### config.mk
export PLATFORM = sky130hd
export DESIGN_NAME = cla_adder
export DESIGN_NICKNAME = d
export VERILOG_FILES = /design/src/rtl/cla_pkg.sv /design/src/rtl/cla_gp.sv /design/src/rtl/cla_group.sv /design/src/rtl/cla_adder.sv
export SDC_FILE = /design/constraint.sdc
export NUM_CORES = 1
export LEC_CHECK = 0
export ABC_CLOCK_PERIOD_IN_PS = 12420
export BUFFER_PORTS_ARGS = -buffer_cell sky130_fd_sc_hd__buf_2
export CORE_MARGIN = 2
export CORE_UTILIZATION = 34
export DETAILED_ROUTE_END_ITERATION = 12
export PLACE_DENSITY = 0.71
export SYNTH_ARGS = -nofsm -noshare
export SYNTH_HDL_FRONTEND = slang
export SYNTH_HIERARCHICAL = 1
export SYNTH_SLANG_ARGS = --single-unit
### constraint.sdc
create_clock -name vclk -period 12.42
set_input_delay 2.484 -clock vclk [all_inputs]
set_output_delay 2.484 -clock vclk [all_outputs]
set_load 0.02 [all_outputs]
### src/rtl/cla_pkg.sv
package cla_pkg;

  // Widest slice the lookahead function accepts.
  localparam int unsigned LA_MAX_W = 16;

  // Carry into bit position idx of a slice (idx = gw gives the slice carry-out).
  // Expanded sum of products: each source (slice carry-in or a generate bit)
  // reaches idx only through an unbroken chain of propagate bits above it.
  function automatic logic la_carry(input logic [LA_MAX_W-1:0] g,
                                    input logic [LA_MAX_W-1:0] p,
                                    input logic                cin,
                                    input int                  idx);
    logic acc;
    acc = 1'b0;
    for (int j = 0; j <= LA_MAX_W; j++) begin
      logic term;
      if (j <= idx) begin
        if (j == 0) term = cin;
        else        term = g[j-1];
        for (int k = 0; k < LA_MAX_W; k++) begin
          if (k >= j && k < idx) term = term & p[k];
        end
        acc = acc | term;
      end
    end
    return acc;
  endfunction

  // Sum bit from its propagate term and the carry entering it.
  function automatic logic sum_bit(input logic p, input logic c);
    return p ^ c;
  endfunction

endpackage

### src/rtl/cla_gp.sv
module cla_gp #(
  parameter int unsigned W = 8
) (
  input  logic [W-1:0] a,
  input  logic [W-1:0] b,
  output logic [W-1:0] gen,
  output logic [W-1:0] prop
);
  for (genvar i = 0; i < W; i++) begin : g_bit
    assign gen[i]  = a[i] & b[i];
    assign prop[i] = a[i] ^ b[i];
  end
endmodule

### src/rtl/cla_group.sv
module cla_group
  import cla_pkg::*;
#(
  parameter int unsigned GW = 8
) (
  input  logic [GW-1:0] a,
  input  logic [GW-1:0] b,
  input  logic          cin,
  output logic [GW-1:0] sum,
  output logic          cout
);
  logic [GW-1:0]       gen;
  logic [GW-1:0]       prop;
  logic [GW:0]         carry;
  logic [LA_MAX_W-1:0] gen_x;
  logic [LA_MAX_W-1:0] prop_x;

  cla_gp #(.W(GW)) u_gp (
    .a    (a),
    .b    (b),
    .gen  (gen),
    .prop (prop)
  );

  always_comb begin
    gen_x  = '0;
    prop_x = '0;
    gen_x[GW-1:0]  = gen;
    prop_x[GW-1:0] = prop;
  end

  // Every carry is taken from the slice inputs directly; none uses another.
  for (genvar i = 0; i <= GW; i++) begin : g_carry
    assign carry[i] = la_carry(gen_x, prop_x, cin, i);
  end

  for (genvar i = 0; i < GW; i++) begin : g_sum
    assign sum[i] = sum_bit(prop[i], carry[i]);
  end

  assign cout = carry[GW];
endmodule

### src/rtl/cla_adder.sv
module cla_adder #(
  parameter int unsigned WIDTH   = 32,
  parameter int unsigned GROUP_W = 8
) (
  input  logic [WIDTH-1:0] a,
  input  logic [WIDTH-1:0] b,
  input  logic             cin,
  output logic [WIDTH-1:0] sum,
  output logic             cout
);
  localparam int unsigned NGROUPS = WIDTH / GROUP_W;

  // Slice boundary carries: [0] is the external carry-in, [NGROUPS] the carry-out.
  logic [NGROUPS:0] grp_carry;

  assign grp_carry[0] = cin;

  for (genvar k = 0; k < NGROUPS; k++) begin : g_slice
    cla_group #(.GW(GROUP_W)) u_grp (
      .a    (a[k*GROUP_W +: GROUP_W]),
      .b    (b[k*GROUP_W +: GROUP_W]),
      .cin  (grp_carry[k]),
      .sum  (sum[k*GROUP_W +: GROUP_W]),
      .cout (grp_carry[k+1])
    );
  end

  assign cout = grp_carry[NGROUPS];
endmodule

# Yosys cells after proc, flatten, opt, wreduce, memory -nomap -nowiden
# Index checks and enable logic that the tools add are counted.
[word_totals]
ff_bits = 0
latchBits = 0
ram_bits = 0
rom_bits = 0
output_inout_bits = 33
elab_cells = 384
n_memories = 0
[op_classes]
add_sub_neg = 0
multipliers = 0
div = 0
magnitude_cmp = 0
eq_ne = 0
n_shift = 0
mux = 0
bitwise_logic = 384
n_reduce_logical = 0
[ops]
columns = ["cell", "n"]
rows = [
  ["$and A1 B1 Y1", 176],
  ["$or A1 B1 Y1", 144],
  ["$xor A1 B1 Y1", 64],
]

# Depth between registers and ports, before layout
[depth]
depth_word = 65
ltp_mapped = 21

# Modules after synthesis
# The synthesis kept the hierarchy.
[by_module_without_submodules]
columns = ["mod", "n_inst", "cells_per_inst", "area_per_inst_um2"]
rows = [
  ["cla_group", 4, 31, 215.2],
  ["cla_gp", 4, 8, 100.1],
]

# Worst setup path before layout
# OpenSTA, ideal clock, no wires.
[synth_path]
path_type = "input -> output"
startpoint = "input port a[0]"
endpoint = "output port sum[31]"
arrival_ns = 6.859
required_ns = 9.936
slack_ns = 3.077
cell_stages = 21
path_buffers = 0
path_cell_list = "ha_1 ha_1 o21a_1 o22a_4 a211oi_4 o21bai_1 ha_1 o21a_1 o22a_4 a211oi_4 o21bai_1 ha_1 o21a_1 o22a_4 a211oi_4 o21bai_1 ha_1 o21a_1 o22a_4 a211oi_4 xnor2_1"
[synth_via]
elab_chain_cells = 64
word_cells_on_any_way = 72
cone_classes = "bitwise: 72"
[synth_lines]
columns = ["item", "line_no", "source"]
rows = [
  ["start: declaration", "cla_adder.sv:5", "input logic [WIDTH-1:0] a,"],
  ["$xor A1 B1 Y1", "cla_gp.sv:11", "assign prop[i] = a[i] ^ b[i];"],
  ["$and A1 B1 Y1 (8 in a row)", "cla_pkg.sv:21", "if (k >= j && k < idx) term = term & p[k];"],
  ["$or A1 B1 Y1 (*) (8 in a row)", "cla_pkg.sv:23", "acc = acc | term;"],
  ["named net grp_carry[1]", "cla_adder.sv:14", "logic [NGROUPS:0] grp_carry;"],
  ["$and A1 B1 Y1 (*) (8 in a row)", "cla_pkg.sv:21", ""],
  ["$or A1 B1 Y1 (*) (8 in a row)", "cla_pkg.sv:23", ""],
  ["named net grp_carry[2]", "cla_adder.sv:14", ""],
  ["$and A1 B1 Y1 (*) (8 in a row)", "cla_pkg.sv:21", ""],
  ["$or A1 B1 Y1 (*) (8 in a row)", "cla_pkg.sv:23", ""],
  ["named net grp_carry[3]", "cla_adder.sv:14", ""],
  ["$and A1 B1 Y1 (*) (7 in a row)", "cla_pkg.sv:21", ""],
  ["$or A1 B1 Y1 (*) (7 in a row)", "cla_pkg.sv:23", ""],
  ["$xor A1 B1 Y1 (*)", "cla_pkg.sv:31", "return p ^ c;"],
  ["end: declaration", "cla_adder.sv:8", "output logic [WIDTH-1:0] sum,"],
]
# Mark *: on every way through the listed nets, which the timed path passes. The rest lies on a longest branch.

# Worst setup path after layout
[layout_path]
startpoint = "input port a[0]"
endpoint = "output port sum[31]"
[layout_via]
elab_chain_cells = 64
word_cells_on_any_way = 72
cone_classes = "bitwise: 72"
[layout_lines]
columns = ["item", "line_no", "source"]
rows = [
  ["$xor A1 B1 Y1", "cla_gp.sv:11", ""],
  ["named net g_slice[0].u_grp.prop[0]", "cla_group.sv:13", "logic [GW-1:0] prop;"],
  ["$and A1 B1 Y1 (8 in a row)", "cla_pkg.sv:21", ""],
  ["$or A1 B1 Y1 (8 in a row)", "cla_pkg.sv:23", ""],
  ["named net grp_carry[1]", "cla_adder.sv:14", ""],
  ["$and A1 B1 Y1 (8 in a row)", "cla_pkg.sv:21", ""],
  ["$or A1 B1 Y1 (8 in a row)", "cla_pkg.sv:23", ""],
  ["named net grp_carry[2]", "cla_adder.sv:14", ""],
  ["$and A1 B1 Y1 (8 in a row)", "cla_pkg.sv:21", ""],
  ["$or A1 B1 Y1 (8 in a row)", "cla_pkg.sv:23", ""],
  ["named net grp_carry[3]", "cla_adder.sv:14", ""],
  ["$and A1 B1 Y1 (7 in a row)", "cla_pkg.sv:21", ""],
  ["$or A1 B1 Y1 (7 in a row)", "cla_pkg.sv:23", ""],
  ["$xor A1 B1 Y1", "cla_pkg.sv:31", ""],
]
# The timed path passes the listed nets, and every way through them passes these cells.

==> summary.md <==
The worst path required time is 9.94 ns. After layout, the minimum clock period comes to 9.73 ns. Setup repair after global routing left no endpoint under its margin.

Clock share of power: 0%. The tools report the final hold violation count as 0. The post-detailed-route wirelength per cell was 10.1 um. Leaving out fill and tap cells, the most frequent cell in the layout is buf_2. The number of hold buffers added after CTS was 0. Summed over all layers, the global routing overflow is 0. The count of nets left with antenna violations once routing finished came out at 0. The all-layer global routing usage was 13.6%; the highest clock rate was 103 MHz. The die is 64.9 um wide. The maximum fanout encountered on the critical timing path was 5; the number of DRC violations after detailed-routing iteration 0 was 30. For the remaining design rule violation count, the log shows 0. The worst hold-check path type is input port to output pin. The number of antenna violations at the first check in global routing is 0. The final worst-path cycle share was 78.3%; the via count of the routed design was 1463. The warning count from the yosys run was 6. The post-synthesis cell type count was 19; the layout overhead on the synthesized area was 43.7%.

STA classifies the critical path endpoint as an output pin. After routing, the total negative slack on setup checks comes to 0 ns. There are 0 flip-flops and latches. The mean cell area of the mapped netlist works out to 8.08 sq um. The first global-routing pass estimated 4.96 mm of wire. Once detailed placement completed, the half-perimeter wirelength came to 2.85 mm. The share of the synthesized area in the top cell type works out to 35.7%. Net switching is 57.3% of the power. Per report_power, the combinational group accounts for 100.0% of the total. Synthesis produced a netlist with a net count of 257. In the final design database the tool counted 357 nets. The count of final max-slew check failures is 0, and the worst endpoint data arrival time is 7.24 ns. The floorplan step defined a die boundary enclosing 4210 sq um. The tools report the number of setup buffers added after CTS as 0.

The logs give 0% for the sequential share of the synthesized area and 4 for the number of detailed-route iterations in the first pass. Port buffering added 98 buffers. The tools report the instance area at placement as 1810 sq um. Internal power comes to 0.0000548 W.

The logs give 1318 for the via count of the first global-routing pass and 0 for the max-capacitance violation count. The analysis attributes to net switching a power of 0.0000734 W. Sorting the synthesized cells by area gives the leading types as ha_1, xnor2_1, a211oi_4. 98 I/O pins were placed.

The run gives 1260 sq um as the mapped cell area. 0 antenna diodes ended up in the layout. The chip height is 64.9 um.

IR analysis of the VDD net gives a maximum drop of 31.7 uV. The sequential cells in the finished layout cover a total of 0 sq um. The static leakage was 0.972 nW; the via density per instance was 4.84. The leading area contributor after synthesis was ha_1. The run finished with clean final reports. The final setup violation count is 0, and the share of total power in sequential cells is 0%.

In this run the power density over the cells is 70.7 nW/um^2. In the synthesized netlist, the number of instances is 156. For the row count, the log shows 22.

The finished layout cell area is 1810 sq um, and the slew at the pin with the worst max-slew slack is 0.322 ns. The largest net degree at the start of global routing is 7. Post-cts resize count: 0.

The library cells used most frequently in the layout, excluding fill and tap cells, are buf_2, ha_1, nand2_1, nor2_1, xnor2_1. Kind of critical path: input port to output pin. After filler insertion, the fill cell instance count of the layout stands at 373. The tools report the startpoint kind of the worst setup timing path as an input port. The fraction of layout cells with a size suffix above 1 is 43.3%, and the initial core utilization is 35.0%. The logs give 0.718 for the placer congestion estimate and 0 for the clock tree buffer count of the final layout.

In this run the tightest slew margin relative to its limit is 78.6%. After detailed routing, the total wire length is 3.06 mm. Area of the core region: 3610 sq um.
layer usage:
metal / up-vias / share of wire [%] / GRT usage [%]
met2: 56 / 49 / 27.3
met1: 639 / 42 / 16.5
li1: 768 / - / -
met3: 0 / 8.5 / 0.868
met4: 0 / 0 / 0
met5: - / 0 / 0
worst max-delay path, stage by stage:
cell	delay (ns)
buf_2	0.10
ha_1	0.28
ha_1	0.19
o21a_1	0.24
o22a_4	0.27
a211oi_4	0.23
o21bai_1	0.11
ha_1	0.22
o21a_1	0.25
o22a_4	0.28
a211oi_4	0.22
o21bai_1	0.09
ha_1	0.21
o21a_1	0.25
o22a_4	0.28
a211oi_4	0.22
o21bai_1	0.09
ha_1	0.21
o21a_1	0.23
o22a_4	0.27
a211oi_4	0.22
xnor2_1	0.13
buf_2	0.17
per-stage QoR:
| stage | hold WS [ns] | instances | utilization (%) | power (W) | setup slack, ns |
|---|---|---|---|---|---|
| 3_3_place_gp | 5.32 | 302 | 50.2 | 0.000127 | 2.77 |
| 2_1_floorplan | 5.18 | 156 | - | 0.0000903 | 3.08 |
| 6_report | 5.31 | 302 | 50.2 | 0.000128 | 2.69 |
| 4_1_cts | 5.31 | 302 | 50.2 | 0.000129 | 2.66 |
| 3_5_place_dp | 5.31 | 302 | 50.2 | 0.000129 | 2.66 |
| 5_1_grt | 5.33 | 302 | 50.2 | 0.000140 | 2.43 |
final cells by class:
cell class / instances / area [sq um] / share of cell area [%]
well taps: 48 / 60.1 / 3.31
multi-input cells: 152 / 1250 / 68.8
repair buffers: 98 / 490 / 27.1
inverters: 4 / 15.0 / 0.829
synth_stat cells (8+ instances only):
library cell	n
o21ai_0	8
ha_1	36
nor2_1	12
xor2_1	8
a21oi_1	8
nand2_1	20
o21a_1	8
xnor2_1	12
logic make-up (layout without fill, tap and decap cells):
group                    count (synthesis)  after routing  share of synthesized area [%]
XOR/XNOR                                20             20                           13.9
AO/OA/AOI/OAI                           44             44                           29.0
adder cells (fa/ha/maj)                 36             36                           35.7
AND/OR/NAND/NOR                         52             52                           20.2
buffers and inverters                    4            102                           1.19
power groups by stage:
stage	Sequential [W]	Clock (W)	Combinational, W
CTS	0	0	0.000129
global route	0	0	0.000140
floorplan	0	0	0.0000903
detailed placement	0	0	0.000129
global placement	0	0	0.000127
finish	0	0	0.000128
worst paths after layout:
check | startpoint | end | slack [ns] | cells after the start
worst min-delay path | cin | sum[0] | 5.31 | 3
worst max-delay path | a[0] | sum[31] | 2.69 | 23
Note: power is estimated with default switching activity, not from simulation.
